<file path="src/rtl/fpx_pkg.sv">
package fpx_pkg;
    localparam int FLAG_W   = 5;
    localparam int RD_W     = 2;
    localparam int FTT_W    = 3;
    localparam int CEXC_LSB = 0;
    localparam int AEXC_LSB = CEXC_LSB + FLAG_W;
    localparam int TEM_LSB  = AEXC_LSB + FLAG_W;
    localparam int RD_LSB   = 16;
    localparam int FTT_LSB  = RD_LSB + RD_W;
    localparam int USED_W   = FTT_LSB + FTT_W;

    localparam logic [FTT_W-1:0] FTT_NONE = 3'd0;
    localparam logic [FTT_W-1:0] FTT_IEEE = 3'd1;

    typedef enum logic {
        ST_RUN,
        ST_TRAP
    } trap_st_e;
endpackage

</file>
<file path="src/rtl/fpx_flag_eval.sv">
module fpx_flag_eval #(
    parameter int W = 5
) (
    input  logic [W-1:0] flags,
    input  logic [W-1:0] mask,
    input  logic [W-1:0] accrued,
    output logic         hit,
    output logic [W-1:0] merged
);
    always_comb begin
        hit    = |(flags & mask);
        merged = accrued | flags;
    end
endmodule

</file>
<file path="src/rtl/fpx_rnd_decode.sv">
module fpx_rnd_decode #(
    parameter int RW = 2,
    localparam int N = 1 << RW
) (
    input  logic          clk,
    input  logic          rst_n,
    input  logic [RW-1:0] code,
    output logic [N-1:0]  sel
);
    for (genvar i = 0; i < N; i++) begin : g_dec
        assign sel[i] = (code == RW'(i));
    end


    rnd_onehot_chk: assert property (@(posedge clk) disable iff (!rst_n)
        $countones(sel) == 1);
endmodule

</file>
<file path="src/rtl/fpx_status.sv">
module fpx_status #(
    parameter int WORD_W = 32
) (
    input  logic              clk,
    input  logic              rst_n,
    input  logic              op_done,
    input  logic [4:0]        op_flags,
    input  logic              wr_full,
    input  logic              wr_part,
    input  logic [WORD_W-1:0] wr_data,
    output logic [WORD_W-1:0] stat_word,
    output logic              trap_req,
    output logic [3:0]        rnd_sel
);
    import fpx_pkg::*;

    trap_st_e          st_q, st_d;
    logic [FLAG_W-1:0] cexc_q, aexc_q, tem_q, merged;
    logic [RD_W-1:0]   rd_q;
    logic [FTT_W-1:0]  ftt_q;
    logic              hit;

    fpx_flag_eval #(.W(FLAG_W)) u_eval (
        .flags   (op_flags),
        .mask    (tem_q),
        .accrued (aexc_q),
        .hit     (hit),
        .merged  (merged)
    );

    fpx_rnd_decode #(.RW(RD_W)) u_rnd (
        .clk   (clk),
        .rst_n (rst_n),
        .code  (rd_q),
        .sel   (rnd_sel)
    );

    // next-state logic for the trap request machine
    always_comb begin
        st_d = st_q;
        unique case (st_q)
            ST_RUN:  st_d = (op_done && hit) ? ST_TRAP : ST_RUN;
            ST_TRAP: st_d = (op_done && hit) ? ST_TRAP : ST_RUN;
        endcase
    end

    always_ff @(posedge clk or negedge rst_n) begin
        if (!rst_n) st_q <= ST_RUN;
        else        st_q <= st_d;
    end

    // status fields; completion beats full write beats partial write
    always_ff @(posedge clk or negedge rst_n) begin
        if (!rst_n) begin
            cexc_q <= '0;
            aexc_q <= '0;
            tem_q  <= '0;
            rd_q   <= '0;
            ftt_q  <= FTT_NONE;
        end else if (op_done) begin
            cexc_q <= op_flags;
            if (hit) begin
                ftt_q <= FTT_IEEE;
            end else begin
                aexc_q <= merged;
                ftt_q  <= FTT_NONE;
            end
        end else if (wr_full || wr_part) begin
            cexc_q <= wr_data[CEXC_LSB +: FLAG_W];
            aexc_q <= wr_data[AEXC_LSB +: FLAG_W];
            tem_q  <= wr_data[TEM_LSB  +: FLAG_W];
            rd_q   <= wr_data[RD_LSB   +: RD_W];
            if (wr_full) ftt_q <= wr_data[FTT_LSB +: FTT_W];
        end
    end

    // outputs
    always_comb begin
        trap_req = (st_q == ST_TRAP);
        stat_word = '0;
        stat_word[CEXC_LSB +: FLAG_W] = cexc_q;
        stat_word[AEXC_LSB +: FLAG_W] = aexc_q;
        stat_word[TEM_LSB  +: FLAG_W] = tem_q;
        stat_word[RD_LSB   +: RD_W]   = rd_q;
        stat_word[FTT_LSB  +: FTT_W]  = ftt_q;
    end


    trap_type_chk: assert property (@(posedge clk) disable iff (!rst_n)
        trap_req |-> stat_word[FTT_LSB +: FTT_W] == FTT_IEEE);

    accrued_frozen_chk: assert property (@(posedge clk) disable iff (!rst_n)
        (op_done && |(op_flags & stat_word[TEM_LSB +: FLAG_W]))
        |=> stat_word[AEXC_LSB +: FLAG_W] == $past(stat_word[AEXC_LSB +: FLAG_W]) && trap_req);

    no_trap_clear_chk: assert property (@(posedge clk) disable iff (!rst_n)
        (op_done && !(|(op_flags & stat_word[TEM_LSB +: FLAG_W])))
        |=> stat_word[FTT_LSB +: FTT_W] == FTT_NONE && !trap_req
            && stat_word[CEXC_LSB +: FLAG_W] == $past(op_flags));

    part_keep_chk: assert property (@(posedge clk) disable iff (!rst_n)
        (wr_part && !wr_full && !op_done)
        |=> $stable(stat_word[FTT_LSB +: FTT_W]));
endmodule

</file>
<file path="config.mk">
export PLATFORM = sky130hd
export DESIGN_NAME = fpx_status
export DESIGN_NICKNAME = d
export VERILOG_FILES = /design/src/rtl/fpx_pkg.sv /design/src/rtl/fpx_flag_eval.sv /design/src/rtl/fpx_rnd_decode.sv /design/src/rtl/fpx_status.sv
export SDC_FILE = /design/constraint.sdc
export NUM_CORES = 1
export LEC_CHECK = 0
export BUFFER_PORTS_ARGS = -buffer_cell sky130_fd_sc_hd__buf_2
export CELL_PAD_IN_SITES_DETAIL_PLACEMENT = 2
export CELL_PAD_IN_SITES_GLOBAL_PLACEMENT = 2
export CORE_MARGIN = 2
export CORE_UTILIZATION = 25
export CTS_BUF_LIST = sky130_fd_sc_hd__clkbuf_8
export CTS_CLUSTER_DIAMETER = 200
export CTS_CLUSTER_SIZE = 20
export DETAILED_ROUTE_END_ITERATION = 8
export HOLD_SLACK_MARGIN = 0.12
export PLACE_DENSITY = 0.9
export SLEW_MARGIN = 10
export SYNTH_ARGS = -nofsm -noshare
export SYNTH_HDL_FRONTEND = slang
export SYNTH_HIERARCHICAL = 1
export SYNTH_SLANG_ARGS = --single-unit
</file>
<file path="constraint.sdc">
create_clock -name clk -period 2.8 [get_ports clk]
set_input_delay 0.42 -clock clk [delete_from_list [all_inputs] [get_ports clk]]
set_output_delay 0.42 -clock clk [all_outputs]
set_load 0.1 [all_outputs]
</file>
==> impl_results.md, run 1 <==
* Sw Pwr at 641.8 uW
* Tot Pwr at 1197 uW
* Data arrival, critical path at 1310 ps
* Clk sink count at 21
* Worst path slowest cell: dfrtp_1
* Netlist cell types at 20
* Fin. max-slew vios at 0
* Synth Area in Simple Gates at 0.09111
* Final Hold Fails at 0
* Cells after Synth at 97
* Synth area leader: dfrtp_1
* Critical Path RT at 2380 ps
* DR pass1 iterations at 4
* VDD IR-drop max at 270.7 uV
* CP Class: reg2out
* Die W at 71.53 um
* Worst path buffer plus inverter count at 1
* Area growth syn-to-layout at 27.33%
* Commonest non-fill, non-tap cell in the layout: buf_2
* # placed instances at approximately 200
* Sw frac at 0.5363
* Post-Synthesis Cell Area at 1140 um^2
* CP max stage delay at 420 ps
* Initial antenna violation count at 0
* Adder-Cell Fraction of Synth Area at 0
* #FFs+latches synth at 21
* Num rows at 24
* Final setup violation count at 0
* Final core occ at 0.3311
* Reg-to-reg startpoint: tem_q[0]
* Largest net degree at the start of global routing at 22
* Fin cells at 202
* RD Place Congestion at 0.6580
* Register area share after synthesis at 0.4610
* Leak Pwr at 0.0007840 uW
* Cells on worst reg2reg path at 4
* Clock power share at 0.165
* Part of the power in registers at 0.314
* Setup slack, reg-to-reg at 1220 ps
* Share of layout cells above drive strength 1 at 0.4933
* Post-Synth XOR/XNOR Area at 0
* # Post-CTS Setup Buffers at 0
* Synth Area in Compound Gates at 0.04391
* Status: finished, final reports clean
* Vias in the first global route at slightly above 900
* I/O pins at 79
* CTS max path bufs at 2
* Vias at ~880
* Post-layout net count at 193
* Yosys warning count at 6
* Most frequent cells in the layout: 54 x buf_2, 23 x mux2i_1, 21 x dfrtp_1, 12 x conb_1, 7 x mux2_4
* Clock H-tree levels at 1
* First-pass GRT wire length at 4733 um
* Fmax achieved at 0.5786 GHz
* CTS tree: built
* Final ANT Viol Nets at 0
* Vias per cell at 4.351
* RSZ-0062 raised after global routing: false
* Final Skew at 2.178 ps
* Hold Crit Class: in2async
* Antenna cells at 0
* Detailed Place HPWL at 2305 um
* Gr usage total at 0.1190
* CTS root buf: clkbuf_8
* CP Cell Sequence: and2b_2, buf_2
* Starting Density at 0.2600
* Tmin final at 1728 ps
* Port buffer count at between 50 and 60
* Critical Path End Type: primary output
* Routed WL at around 2900 um
* Core Region at 4384 um^2
* Clock Pin Slew Worst Setup and Hold Paths at 80 ps
* Cts bufs inserted at 3
* Fin Hold WS at around 110 ps
* Max Cap Viol at 0
* CP Launch Type: flop
* Die Height at approximately 70 um
* Family with the most delay on the worst path: flip-flops
* Power share of the combinational group at 0.521
* DRC Markers at 0
* Initial DRC count at 23
* Synth area leaders: dfrtp_1 46%, mux2i_1 20%, mux2_4 9.2%
* Avg WL per Cell at about 14 um
* Hold-fix buffers, CTS at 0
* Crit path max fanout at 6
* Power Density at 824.6 nW/um^2
* Int Pwr at approximately 560 uW
* DIE AREA at 5116 um^2
* Tcrit/Tclk final at 0.6172
* GRT overflow at 0
* Final setup TNS at 0 ps
* Clock insertion delay at the later pin of the skew report at 260 ps
* Largest family of logic cells by synthesized area: multiplexers
* Synth top area share at 0.4610
* Post-CTS Resized at 0
* Post-synthesis mux area share at 0.2942
* Synth Area per Inst at 11.75 um^2
* RR Endpoint: ftt_q[0]
[sequential cells by signal, summed over array words and instances (netlist names)]
register  flops
rd_q          2
ftt_q         3
aexc_q        5
tem_q         5
trap_req      1
cexc_q        5
[worst reg2reg max path: cells and delay by family, from the launching register on]
kind	cells	cell delay, ps
AND/OR/NAND/NOR	2	540
flip-flops	1	400
AO/OA/AOI/OAI	2	520
[metal layers]
metal | global-route usage | share of wire | vias to the layer above
met5 | 0 | 0 | -
met4 | 0.01258 | 0 | 0
met3 | 0.03376 | 0.074 | 0
met2 | 0.2109 | 0.50 | 41
met1 | 0.1489 | 0.42 | 424
li1 | - | - | 414
[worst max-delay path by stage]
| stage | startpoint | endpoint | cells past startpoint |
|---|---|---|---|
| 6_report | rd_q[1] | rnd_sel[1] | 2 |
| 5_1_grt | rd_q[1] | rnd_sel[1] | 2 |
| 4_1_cts | rd_q[1] | rnd_sel[1] | 2 |
| 3_5_place_dp | wr_full | rd_q[1] | 5 |
| 3_3_place_gp | wr_full | tem_q[4] | 5 |
| 2_1_floorplan | rd_q[0] | rnd_sel[0] | 1 |
[power groups by stage]
stage	Clock, uW	Combinational, uW	Sequential [uW]
after global routing	222	648	384
final	197	624	376
after floorplan	0	245	676
after CTS	215	630	377
after detailed placement	0	630	383
after global placement	0	621	381
[synthesized netlist by cell type, drive strengths merged]
library cell	n
mux2i	23
dfrtp	21
buf	15
mux2	7
nand2	6
or2	6
o21ai	5
nor2	4
and2	2
clkbuf	2
a222oi	1
a22oi	1
and2b	1
conb	1
nor2b	1
o21bai	1
[per-stage QoR]
stage,setup slack [ps],cell area [um^2]
global route,1028,1451
detailed placement,988.8,1405
finish,1072,1451
global placement,1027,1405
floorplan,192.3,1184
CTS,1057,1451
[cell families (layout without fill, tap and decap cells)]
kind of cell	after synthesis	after routing
simple gates	20	20
buf+inv	17	59
other cells	1	12
compound gates	8	8
flops	21	21
mux	30	30
[layout make-up]
type                            count  area, um^2
Clock inverter                      1       5.005
Tap cell                           52       65.06
Sequential cell                    21       525.5
Timing Repair Buffer               55       277.8
Fill cell                         502        2933
Clock buffer                        3       41.29
Multi-Input combinational cell     70       536.8
No activity file was read; power rests on OpenSTA's default activity.
==> run 2: changes to the inputs <==
- CORE_UTILIZATION: 25 -> 21
- PLACE_DENSITY: 0.9 -> 0.81
- clock period: 2.8 -> 1.5 ns (I/O delays scaled with it)
==> run 2 against run 1 <==
Net effect:
- the run now ends with setup timing left
- clock power up 88%
- count of clock-buffer cells in the layout unchanged
- global-route usage down 1.2 points
- sequential cell count unchanged
- sequential power up 90%
- worst hold slack better by 77 ps
- die area up 18%
- final area up 11%
- clock skew down 0.52 ps
- via count up 2.0%
- combinational power up 100%
- critical path type is now reg2reg
- critical endpoint is now ftt_q[0]
- largest power group unchanged
==> impl_results.md, run 2 (synthesis results as in run 1) <==
* Clock Pin Slew Worst Setup and Hold Paths at 80 ps
* Hold depth at 2
* CTS max path bufs at 2
* Fin Hold WS at 189.9 ps
* Final setup violation count at 2
* CP Class: reg2reg
* Critical Path RT at 1640 ps
* Routed WL at a little over 3000 um
* Post-layout net count at 199
* First-pass GRT wire length at around 5000 um
* Vias in the first global route at around 940
* Data arrival, critical path at 1650 ps
* Die Height at 77.68 um
* I/O pins at 79
* Vias per cell at 3.969
* DR pass1 iterations at 4
* Area growth syn-to-layout at 41.93%
* # placed instances at 219
* Final ANT Viol Nets at 0
* Port buffer count at 54
* Crit path max fanout at 3
* Hold Crit Class: in2reg
* Clk sink count at 21
* Num rows at 26
* Final Skew at roughly 1.7 ps
* Fin cells at between 200 and 250
* CTS tree: built
* Status: finished, violations left
* Final setup TNS at -13.64 ps
* DRC Markers at 0
* Cts bufs inserted at 3
* Detailed Place HPWL at around 2500 um
* Max Cap Viol at 0
* Starting Density at 0.2204
* Commonest non-fill, non-tap cell in the layout: buf_2
* Top Registers: aexc_q (5), cexc_q (5), tem_q (5)
* Clock H-tree levels at 1
* Fillers at ~600
* Fin. max-slew vios at 0
* Critical Path End Type: flop
* Avg WL per Cell at 13.78 um
* Failing checks: setup timing
* Fmax achieved at 0.6622 GHz
* VDD IR-drop max at 493.5 uV
* CP Launch Type: flop
* Gr usage total at 0.1073
* Most frequent cells in the layout: 50 x buf_2, 22 x mux2i_1, 14 x dfrtp_1, 12 x conb_1, 7 x mux2_4
* Die W at 77.68 um
* CTS root buf: clkbuf_8
* Largest net degree at the start of global routing at 22
* Tcrit/Tclk final at 1.007
* Cells on worst reg2reg path at 5
* Initial antenna violation count at 0
* Slack of the critical path at -10.10 ps
* RSZ-0062 raised after global routing: true
* Final Hold Fails at 0
* RD Place Congestion at ~0.62
* Core Region at 5172 um^2
* Clock insertion delay at the later pin of the skew report at 260 ps
* Final core occ at 0.3128
* Power Density at 1456 nW/um^2
* Initial DRC count at 26
* Tot Pwr at 2355 uW
* Leak Pwr at 0.0008260 uW
* Antenna cells at 0
* Share of layout cells above drive strength 1 at 0.5705
* GRT overflow at 0
* Vias at 897
* DIE AREA at 6033 um^2
* Tmin final at 1510 ps
run 2: per-layer routing:
layer,part of all wire,routed length [um],track usage
met1,0.41,1284,0.1296
met2,0.52,1609,0.1922
met3,0.058,181,0.01977
met4,0.012,38,0.03214
met5,0,0,0
run 2: layout make-up:
type	count	area (um^2)	share of cell area
Clock buffer	3	41.29	0.02552
Clock inverter	1	5.005	0.003094
Multi-Input combinational cell	70	558.0	0.3449
Sequential cell	21	536.8	0.3318
Tap cell	70	87.58	0.05414
Timing Repair Buffer	61	389.1	0.2405
run 2: critical path, stage by stage (launching register included):
cell and delay [ps]:
dfrtp_4 490, a222oi_1 330, nand2_1 140, buf_4 150, and2_4 150, o21bai_1 140
run 2: final timing paths:
kind,slack [ps],end,startpoint
worst min register to register,520,ftt_q[1],ftt_q[1]
worst max-delay path,-10,ftt_q[0],tem_q[0]
worst max register to register,-10,ftt_q[0],tem_q[0]
min in group asynchronous,480,tem_q[3],rst_n
worst min-delay path,190,tem_q[2],wr_data[12]
max in group asynchronous,660,tem_q[0],rst_n
run 2: power by group:
part	switching (uW)	internal, uW	total, uW
Sequential	68.7	647	716
Clock	185	185	370
Combinational	976	293	1270
Total	1230	1130	2350
run 2: what timing repair did:
action / in CTS / in global routing
hold buffers: 1 / 0
setup buffers: 1 / 1
gates resized for setup: 0 / 2
endpoints found under the setup margin: 1 / 6
endpoints found under the hold margin: 21 / 0
pin swaps: 1 / 2
run 2: per-stage QoR:
step	setup slack [ps]	cell area, um^2
final	-10.10	1618
after global placement	73.34	1539
after global routing	-114.5	1618
after detailed placement	10.04	1539
after CTS	3.364	1603
after floorplan	-106.1	1222
